--- src/rtl/modadd_pkg.sv ---
// Package: shared definitions for the predicted-carry modular adder.
// Assumes nothing beyond IEEE 1800-2017 packages.
package modadd_pkg;

    // Operation encoding carried on the select input.
    typedef enum logic {
        OP_ADD = 1'b0,
        OP_SUB = 1'b1
    } modop_e;

endpackage

--- src/rtl/modadd_bitcell.sv ---
// Module: one bit of the carry-save stage that folds a constant bit into
// the two operand bits. With k_i low it is a half adder (XOR / AND); with
// k_i high it yields XNOR / OR, i.e. a full adder whose third input is 1.
// Assumes k_i is a constant or slowly changing select.
module modadd_bitcell (
    input  logic a_i,
    input  logic b_i,
    input  logic k_i,
    output logic hs_o,
    output logic cy_o
);

    // Half-sum and carry for the two constant-bit variants.
    always_comb begin
        if (k_i) begin
            hs_o = ~(a_i ^ b_i);
            cy_o = a_i | b_i;
        end else begin
            hs_o = a_i ^ b_i;
            cy_o = a_i & b_i;
        end
    end

endmodule

--- src/rtl/modadd_lookahead.sv ---
// Module: carry-out of a W-bit propagate/generate vector with carry-in.
// Group propagate and generate are formed by a log-depth prefix tree.
// Assumes W >= 1.
module modadd_lookahead #(
    parameter int W = 8
) (
    input  logic [W-1:0] p_i,
    input  logic [W-1:0] g_i,
    input  logic         cin_i,
    output logic         cout_o
);

    localparam int LVL = (W > 1) ? $clog2(W) : 1;

    logic [W-1:0] pl [LVL+1];
    logic [W-1:0] gl [LVL+1];

    assign pl[0] = p_i;
    assign gl[0] = g_i;

    // Each prefix level doubles the span covered by every position.
    for (genvar l = 0; l < LVL; l++) begin : g_level
        for (genvar i = 0; i < W; i++) begin : g_bit
            if (i >= (1 << l)) begin : g_merge
                assign gl[l+1][i] = gl[l][i] | (pl[l][i] & gl[l][i-(1<<l)]);
                assign pl[l+1][i] = pl[l][i] & pl[l][i-(1<<l)];
            end else begin : g_pass
                assign gl[l+1][i] = gl[l][i];
                assign pl[l+1][i] = pl[l][i];
            end
        end
    end

    // Whole-word carry-out including the carry-in.
    assign cout_o = gl[LVL][W-1] | (pl[LVL][W-1] & cin_i);

endmodule

--- src/rtl/modadd_sumstage.sv ---
// Module: shared carry chain and sum stage. Forms every internal carry
// from the selected propagate/generate pair and XORs it into the sum.
// Assumes W >= 1; the final carry-out is not needed by the caller.
module modadd_sumstage #(
    parameter int W = 8
) (
    input  logic [W-1:0] p_i,
    input  logic [W-1:0] g_i,
    input  logic         cin_i,
    output logic [W-1:0] sum_o
);

    logic [W:0] carry;

    // Carry into each bit position, starting from the carry-in.
    always_comb begin
        carry[0] = cin_i;
        for (int i = 0; i < W; i++) begin
            carry[i+1] = g_i[i] | (p_i[i] & carry[i]);
        end
    end

    // Sum bit is propagate XOR incoming carry.
    assign sum_o = p_i ^ carry[W-1:0];

endmodule

--- src/rtl/modadd_predict.sv ---
// Module: modular adder/subtractor for a fixed modulus MODULUS with
// N-bit residues. It predicts the carry of the corrected sum and routes
// one of two propagate/generate pairs into a single sum stage.
// Assumes 2**(N-1) < MODULUS <= 2**N, N >= 2, operands below MODULUS.
module modadd_predict #(
    parameter int N       = 8,
    parameter int MODULUS = 251
) (
    input  logic [N-1:0] a_i,
    input  logic [N-1:0] b_i,
    input  logic         sub_i,
    output logic [N-1:0] res_o
);

    import modadd_pkg::*;

    localparam int          ZVAL  = (1 << N) - MODULUS;
    localparam logic [N-1:0] K_ADD = N'(ZVAL);
    localparam logic [N-1:0] K_SUB = N'(MODULUS);

    modop_e       op;
    logic [N-1:0] opb;
    logic [N-1:0] kvec;
    logic [N-1:0] hs;
    logic [N-1:0] cy;
    logic [N-1:0] csh;
    logic [N-1:0] px, gx, py, gy;
    logic [N-1:0] pp, gp;
    logic [N-1:0] ps, gs;
    logic         pred_cout;
    logic         take_y;
    logic         cin_s;

    // Decode the select and prepare the second operand and the constant.
    always_comb begin
        op   = modop_e'(sub_i);
        opb  = (op == OP_SUB) ? ~b_i  : b_i;
        kvec = (op == OP_SUB) ? K_SUB : K_ADD;
    end

    // Carry-save cells fold the correction constant into the operands.
    for (genvar i = 0; i < N; i++) begin : g_cell
        modadd_bitcell u_cell (
            .a_i  (a_i[i]),
            .b_i  (opb[i]),
            .k_i  (kvec[i]),
            .hs_o (hs[i]),
            .cy_o (cy[i])
        );
    end

    // Candidate propagate/generate pairs: X without, Y with the constant.
    always_comb begin
        px  = a_i ^ opb;
        gx  = a_i & opb;
        csh = {cy[N-2:0], sub_i};
        py  = hs ^ csh;
        gy  = hs & csh;
    end

    // Prediction looks at Y when adding and at X when subtracting.
    always_comb begin
        pp = (op == OP_SUB) ? px : py;
        gp = (op == OP_SUB) ? gx : gy;
    end

    modadd_lookahead #(.W(N)) u_predict (
        .p_i    (pp),
        .g_i    (gp),
        .cin_i  (sub_i),
        .cout_o (pred_cout)
    );

    // Pick the pair for the sum stage from the predicted carry.
    always_comb begin
        if (op == OP_SUB) take_y = ~pred_cout;
        else              take_y = pred_cout | cy[N-1];
        ps    = take_y ? py : px;
        gs    = take_y ? gy : gx;
        cin_s = take_y ? 1'b0 : sub_i;
    end

    modadd_sumstage #(.W(N)) u_sum (
        .p_i   (ps),
        .g_i   (gs),
        .cin_i (cin_s),
        .sum_o (res_o)
    );

endmodule

--- config.mk ---
export PLATFORM = sky130hd
export DESIGN_NAME = modadd_predict
export DESIGN_NICKNAME = d
export VERILOG_FILES = /design/src/rtl/modadd_pkg.sv /design/src/rtl/modadd_bitcell.sv /design/src/rtl/modadd_lookahead.sv /design/src/rtl/modadd_sumstage.sv /design/src/rtl/modadd_predict.sv
export SDC_FILE = /design/constraint.sdc
export NUM_CORES = 1
export LEC_CHECK = 0
export BUFFER_PORTS_ARGS = -buffer_cell sky130_fd_sc_hd__clkbuf_2
export CELL_PAD_IN_SITES_DETAIL_PLACEMENT = 1
export CELL_PAD_IN_SITES_GLOBAL_PLACEMENT = 1
export CORE_MARGIN = 3
export CORE_UTILIZATION = 45
export DETAILED_ROUTE_END_ITERATION = 16
export PLACE_DENSITY = 0.93
export SLEW_MARGIN = 0
export SYNTH_ARGS = -nofsm -noshare
export SYNTH_HDL_FRONTEND = slang
export SYNTH_SLANG_ARGS = --single-unit
export TNS_END_PERCENT = 30
--- constraint.sdc ---
create_clock -name vclk -period 16.8
set_clock_uncertainty 0.1 [all_clocks]
set_input_delay 3.36 -clock vclk [all_inputs]
set_output_delay 3.36 -clock vclk [all_outputs]
set_load 0.01 [all_outputs]
==> run metrics, run 1 <==
hold_ws between 7000 and 8000 ps; Starting Density 48.69%; fmax 0.07145 GHz; antenna diode count 0; wire length per cell roughly 14 um; post-CTS setup buffers 0; MaxCap Viol Count 0; final hold vios 0; Area Overhead vs Synth 12.45%; DRT iter0 DRCs 5; Hold Crit Endpoint res_o[2]; FILL cells 262; vias post-DR around 900; Crit Path Category input pin to primary output; final WL 2208 um; HP Start a_i[1]; I/O pins 25; max_slew headroom 42.49%; final setup fails 0; DP Cell Count 158; DP HPWL roughly 1900 um; M2 GR Usage a little over a third; clock share of power 0%; hold crit path type input pin to primary output; # rows 16; Reg power frac 0%; met1 Use GR roughly a fifth; Comb pwr share between 90% and 100%; pre-CTS setup slack 2794 ps; Vias/cell 5.620; IO buf count 25; Seq cells 0; first-pass GRT wire length around 3800 um; Mapped Avg Cell Area 8.781 sq um; Ys Warns 0; switching portion of total power 51.53%; synthesized netlist cell count 111; 1st-pass router iterations 4; Max rail drop VDD 0.00004051 V; synthesized cell area 974.7 sq um; fin cells 158; Layout Utilization a little over half; GR Overflow Total 0; Die H 52.54 um; RSZ-0062 raised after global routing no; setup TNS 0 ps; initial antenna violation count 0; Tmin final 14000 ps; multi-input logic area between 900 and 1000 sq um; clock buf count 0; Worst Slack Setup Final 2804 ps; crit path DAT 10540 ps; share of layout cells above drive strength 1 30.53%; core area 2002 sq um; maximum fanout along the worst path 39; largest net degree at the start of global routing 40; Post-CTS Hold Buffers 0; static leakage 0.0005753 uW; Psw ~45 uW; worst slew pin tran 862.6 ps; gr usage total about 17%; Internal approximately 42 uW; outcome complete, no violations; nature of the critical path endpoint primary output; fin. max-slew vios 0; Die X-Extent 52.54 um; Final Wtd Congestion about 0.79; Critical-path top delay cell a2111o_1; most used cell, CP ha_1; nets 174; final antenna-violating net count 0; register area 0 sq um; # DRC 0; gr busiest metal met2; die area 2760 sq um; CTS resizes 0; met3 Use GR 0%; register area share after synthesis 0%; max incr delay on CP 510 ps; hold path depth 5; number of global-route vias before repair 934; Distinct cells, synth 32; Synthesized Nets 152; Worst Path Required 13340 ps; power density over the cells 79.15 nW/um^2; critical path launch point type input pin; Final period util 83.31%
layout make-up:
cell class / instances / area share, %
multi-input cells: 98 / 82.76
well taps: 27 / 3.082
inverters: 8 / 2.740
repair buffers: 25 / 11.42
critical path, delay by kind of cell:
family	cells	cell delay, ps
muxes	2	420
adders and majority gates	9	2080
buffers and inverters	2	620
xor gates and xnor gates	3	710
AOI/OAI and AO/OA	10	2850
and+or+nand+nor	2	470
synth_stat cells (all sizes together):
master	count	share of area (%)
a211oi	3	2.8
xor2	16	14
and2	4	2.6
nor2	3	1.2
buf	4	3.5
o21ai	3	1.9
a21oi	3	1.5
a22o	1	0.90
a2111o	1	1.2
a311o	2	2.1
a221o	4	4.1
a221oi	1	0.90
nand2	8	3.3
ha	24	31
o311a	1	1.0
inv	8	3.1
clkbuf	1	0.38
a31oi	2	1.3
xnor2	1	0.90
nor2b	1	0.64
mux2i	2	2.1
mux2	12	16
nand3b	1	0.77
nand3	4	2.1
a211o	1	0.90
metal layers:
layer  routed length (um)  part of all wire (%)  vias up
met2                 1152                    52       13
met5                    0                     0        -
met3                   55                   2.5        0
li1                     -                     -      452
met1                 1000                    45      423
met4                    0                     0        0
through the flow:
step / power [uW] / instance area (sq um)
2_1_floorplan: 65.77 / 974.7
3_3_place_gp: 83.92 / 1096
3_5_place_dp: 87.55 / 1096
4_1_cts: 88.27 / 1096
5_1_grt: 97.95 / 1096
6_report: 86.75 / 1096
cells by family (layout without fill, tap and decap cells):
logic type | after synthesis | count (layout) | synth area share (%)
adders and majority gates | 24 | 24 | 30.81
AOI/OAI and AO/OA | 22 | 22 | 18.61
and+or+nand+nor | 21 | 21 | 10.53
xor gates and xnor gates | 17 | 17 | 15.28
muxes | 14 | 14 | 17.84
buffers and inverters | 13 | 33 | 6.931
cell usage in the layout, fill, tap and decap left out, types with 2 or more instances in the layout:
master,synthesis,final
nor2_1,3,3
a31oi_1,2,2
mux2_2,7,7
nand3_1,4,4
a21oi_1,3,3
and2_1,4,4
xor2_1,16,16
inv_1,8,8
mux2i_1,2,2
a311o_1,2,2
nand2_1,7,7
mux2_4,5,5
a221o_1,4,4
ha_1,24,24
clkbuf_2,0,25
a211oi_1,2,2
how the worst max path moves through the flow:
stage | from | end | slack, ps | cells past startpoint
floorplan | sub_i | res_o[7] | 3540 | 30
global placement | sub_i | res_o[7] | 3010 | 28
detailed placement | sub_i | res_o[7] | 2790 | 28
CTS | sub_i | res_o[7] | 2760 | 28
global route | sub_i | res_o[7] | 2440 | 28
finish | sub_i | res_o[7] | 2800 | 28
power groups by stage:
stage | logic (uW) | clock network (uW) | registers (uW)
final | 86.8 | 0 | 0
after global routing | 97.9 | 0 | 0
after CTS | 88.3 | 0 | 0
after detailed placement | 87.5 | 0 | 0
after global placement | 83.9 | 0 | 0
after floorplan | 65.8 | 0 | 0
Note: power is estimated with default switching activity, not from simulation.
==> inputs of run 2 (changes only) <==
Settings changed: ABC_AREA set to 1, CORE_UTILIZATION 45 to 36, PLACE_DENSITY 0.93 to 0.85.
Clock period 16.8 ns to 11.9 ns, I/O delays scaled along.
==> run metrics, run 2 <==
clock buf count 0 (unchanged); synthesized netlist cell count 187 (+68%); Yosys top cell by area ha_1; proportion of synthesized area in mux cells 5.073% (-13 points); Tmin final approximately 11000 ps; I/O pins 25 (unchanged); nets 249 (+43%); RSZ-0062 raised after global routing no; largest net degree at the start of global routing 39 (-2.5%); largest cells by area after synthesis ha_1, nand2_1, xor2_1, inv_1, nor2_1; most used cell, CP nand2_1; nature of the critical path endpoint primary output; first-pass GRT wire length 4360 um (+15%); synthesized cell area 1110 sq um (+14%); gr usage total 14.33% (-3.0 points); setup TNS 0 ps (unchanged); Ys Warns 0 (unchanged); post-synthesis xor/xnor area fraction 10.26% (-5.0 points); IO buf count 25 (unchanged); Vias/cell 4.979 (-11%); Critical-path top delay cell clkbuf_2; largest family of logic cells by synthesized area simple AND/OR/NAND/NOR gates; Synth Area in Adders 27.06% (-3.8 points); Synth top cells by count nand2_1, ha_1, inv_1, nor2_1, xor2_1; Die H 61.53 um (+17%); critical path launch point type input pin; # DRC 0 (unchanged); final WL 2583 um (+17%); crit path DAT 8070 ps (-2470 ps); max_slew headroom 45.57% (+3.1 points); Mapped Avg Cell Area 5.935 sq um (-32%); Compound-Gate Fraction of Synth Area 9.921% (-8.7 points); Worst Path Required 9420 ps (-3920 ps); worst slew pin tran 816.4 ps (-46.20 ps); Area Overhead vs Synth 10.03%; register area 0 sq um (unchanged); DRT iter0 DRCs 23 (+18); pre-CTS setup slack 1297 ps (-1498 ps); Final Wtd Congestion 0.7380 (-6.6%); Seq cells 0 (unchanged); Post-CTS Hold Buffers 0 (unchanged); area share of and/or/nand/nor cells after synthesis 34.84% (+24 points); Starting Density 38.90% (-9.8 points); most frequent cell after synthesis nand2_1; commonest non-fill, non-tap cell in the layout nand2_1; most frequent cells in the layout nand2_1, clkbuf_2, ha_1; Worst Path Buf+Inv 7 (+5); outcome complete, no violations; 1st-pass router iterations 4 (unchanged); antenna diode count 0 (unchanged); hold crit path type input pin to primary output; GR Overflow Total 0 (unchanged); Worst Slack Setup Final 1352 ps (-1452 ps); final antenna-violating net count 0 (unchanged); HP Start a_i[6]; Max rail drop VDD 0.00004686 V (+16%); # rows 19 (+3); MaxCap Viol Count 0 (unchanged); power density over the cells 101.0 nW/um^2 (+28%); hold path depth 7 (+2); Die X-Extent 61.53 um (+17%); Setup crit start sub_i; fin. max-slew vios 0 (unchanged); die area 3785 sq um (+37%); Hold Crit Endpoint res_o[7]; Distinct cells, synth 21 (-34%); Crit Path Category input pin to primary output; family with the most delay on the worst path adder cells; initial antenna violation count 0 (unchanged); static leakage 0.0007576 uW (+32%); fmax 0.09481 GHz; maximum fanout along the worst path 38 (-2.6%); final setup fails 0 (unchanged); core area 2853 sq um (+43%); Synthesized Nets 228 (+50%); DP HPWL 2172 um (+16%); Final period util 88.64%; number of global-route vias before repair 1101 (+18%); CTS resizes 0 (unchanged); post-CTS setup buffers 0 (unchanged); register area share after synthesis 0% (unchanged); vias post-DR 1180 (+33%); final hold vios 0 (unchanged); wire length per cell 10.90 um (-22%); share of layout cells above drive strength 1 17.48% (-13 points); Synth top area share 27.06% (-3.8 points); max incr delay on CP 610 ps (+100 ps)
run 2: per-stage QoR:
stage	area [sq um]	utilization (%)	power [uW]	hold slack, ps	cells
after global placement	1221	42.81	122.5	5247	237
after floorplan	1110	-	94.99	5036	187
after CTS	1221	42.81	126.5	5260	237
after detailed placement	1221	42.81	125.8	5257	237
final	1221	42.81	123.3	5255	237
after global routing	1221	42.81	144.9	5319	237
run 2: cell type report:
type	instances	area (sq um)
fillers	436	1632
multi-input cells	158	967.2
repair buffers	26	132.6
inverters	22	82.58
well taps	31	38.79
run 2: logic make-up after synthesis:
logic type	after synthesis
AO/OA/AOI/OAI	22
multiplexers	5
adder cells (fa/ha/maj)	24
XOR/XNOR	13
AND/OR/NAND/NOR	94
buffers and inverters	29
run 2: where the power goes:
group          switching (uW)  leakage, uW  internal [uW]
clock                       0            0              0
combinational            73.3     0.000758           49.9
sequential                  0            0              0
total                    73.3     0.000758           49.9
run 2: tightest hold or removal path, cell delays in order:
cell	delay [ps]
clkbuf_2	90
ha_1	160
nand2_1	60
nand3_1	60
nand2_1	50
nand2_1	50
clkbuf_2	120
run 2: routing by layer:
metal	global-route usage, %	vias up	wire, um
met4	0.9091	0	0
met5	0	-	0
met3	0.6289	0	54
met2	27.95	12	1233
li1	-	631	-
met1	17.86	537	1295
run 2: worst max path at each step:
stage,slack (ps),cells after the start,endpoint
finish,1350,43,res_o[7]
global route,730,43,res_o[7]
CTS,1290,41,res_o[7]
detailed placement,1300,41,res_o[7]
global placement,1450,41,res_o[7]
floorplan,2120,42,res_o[7]
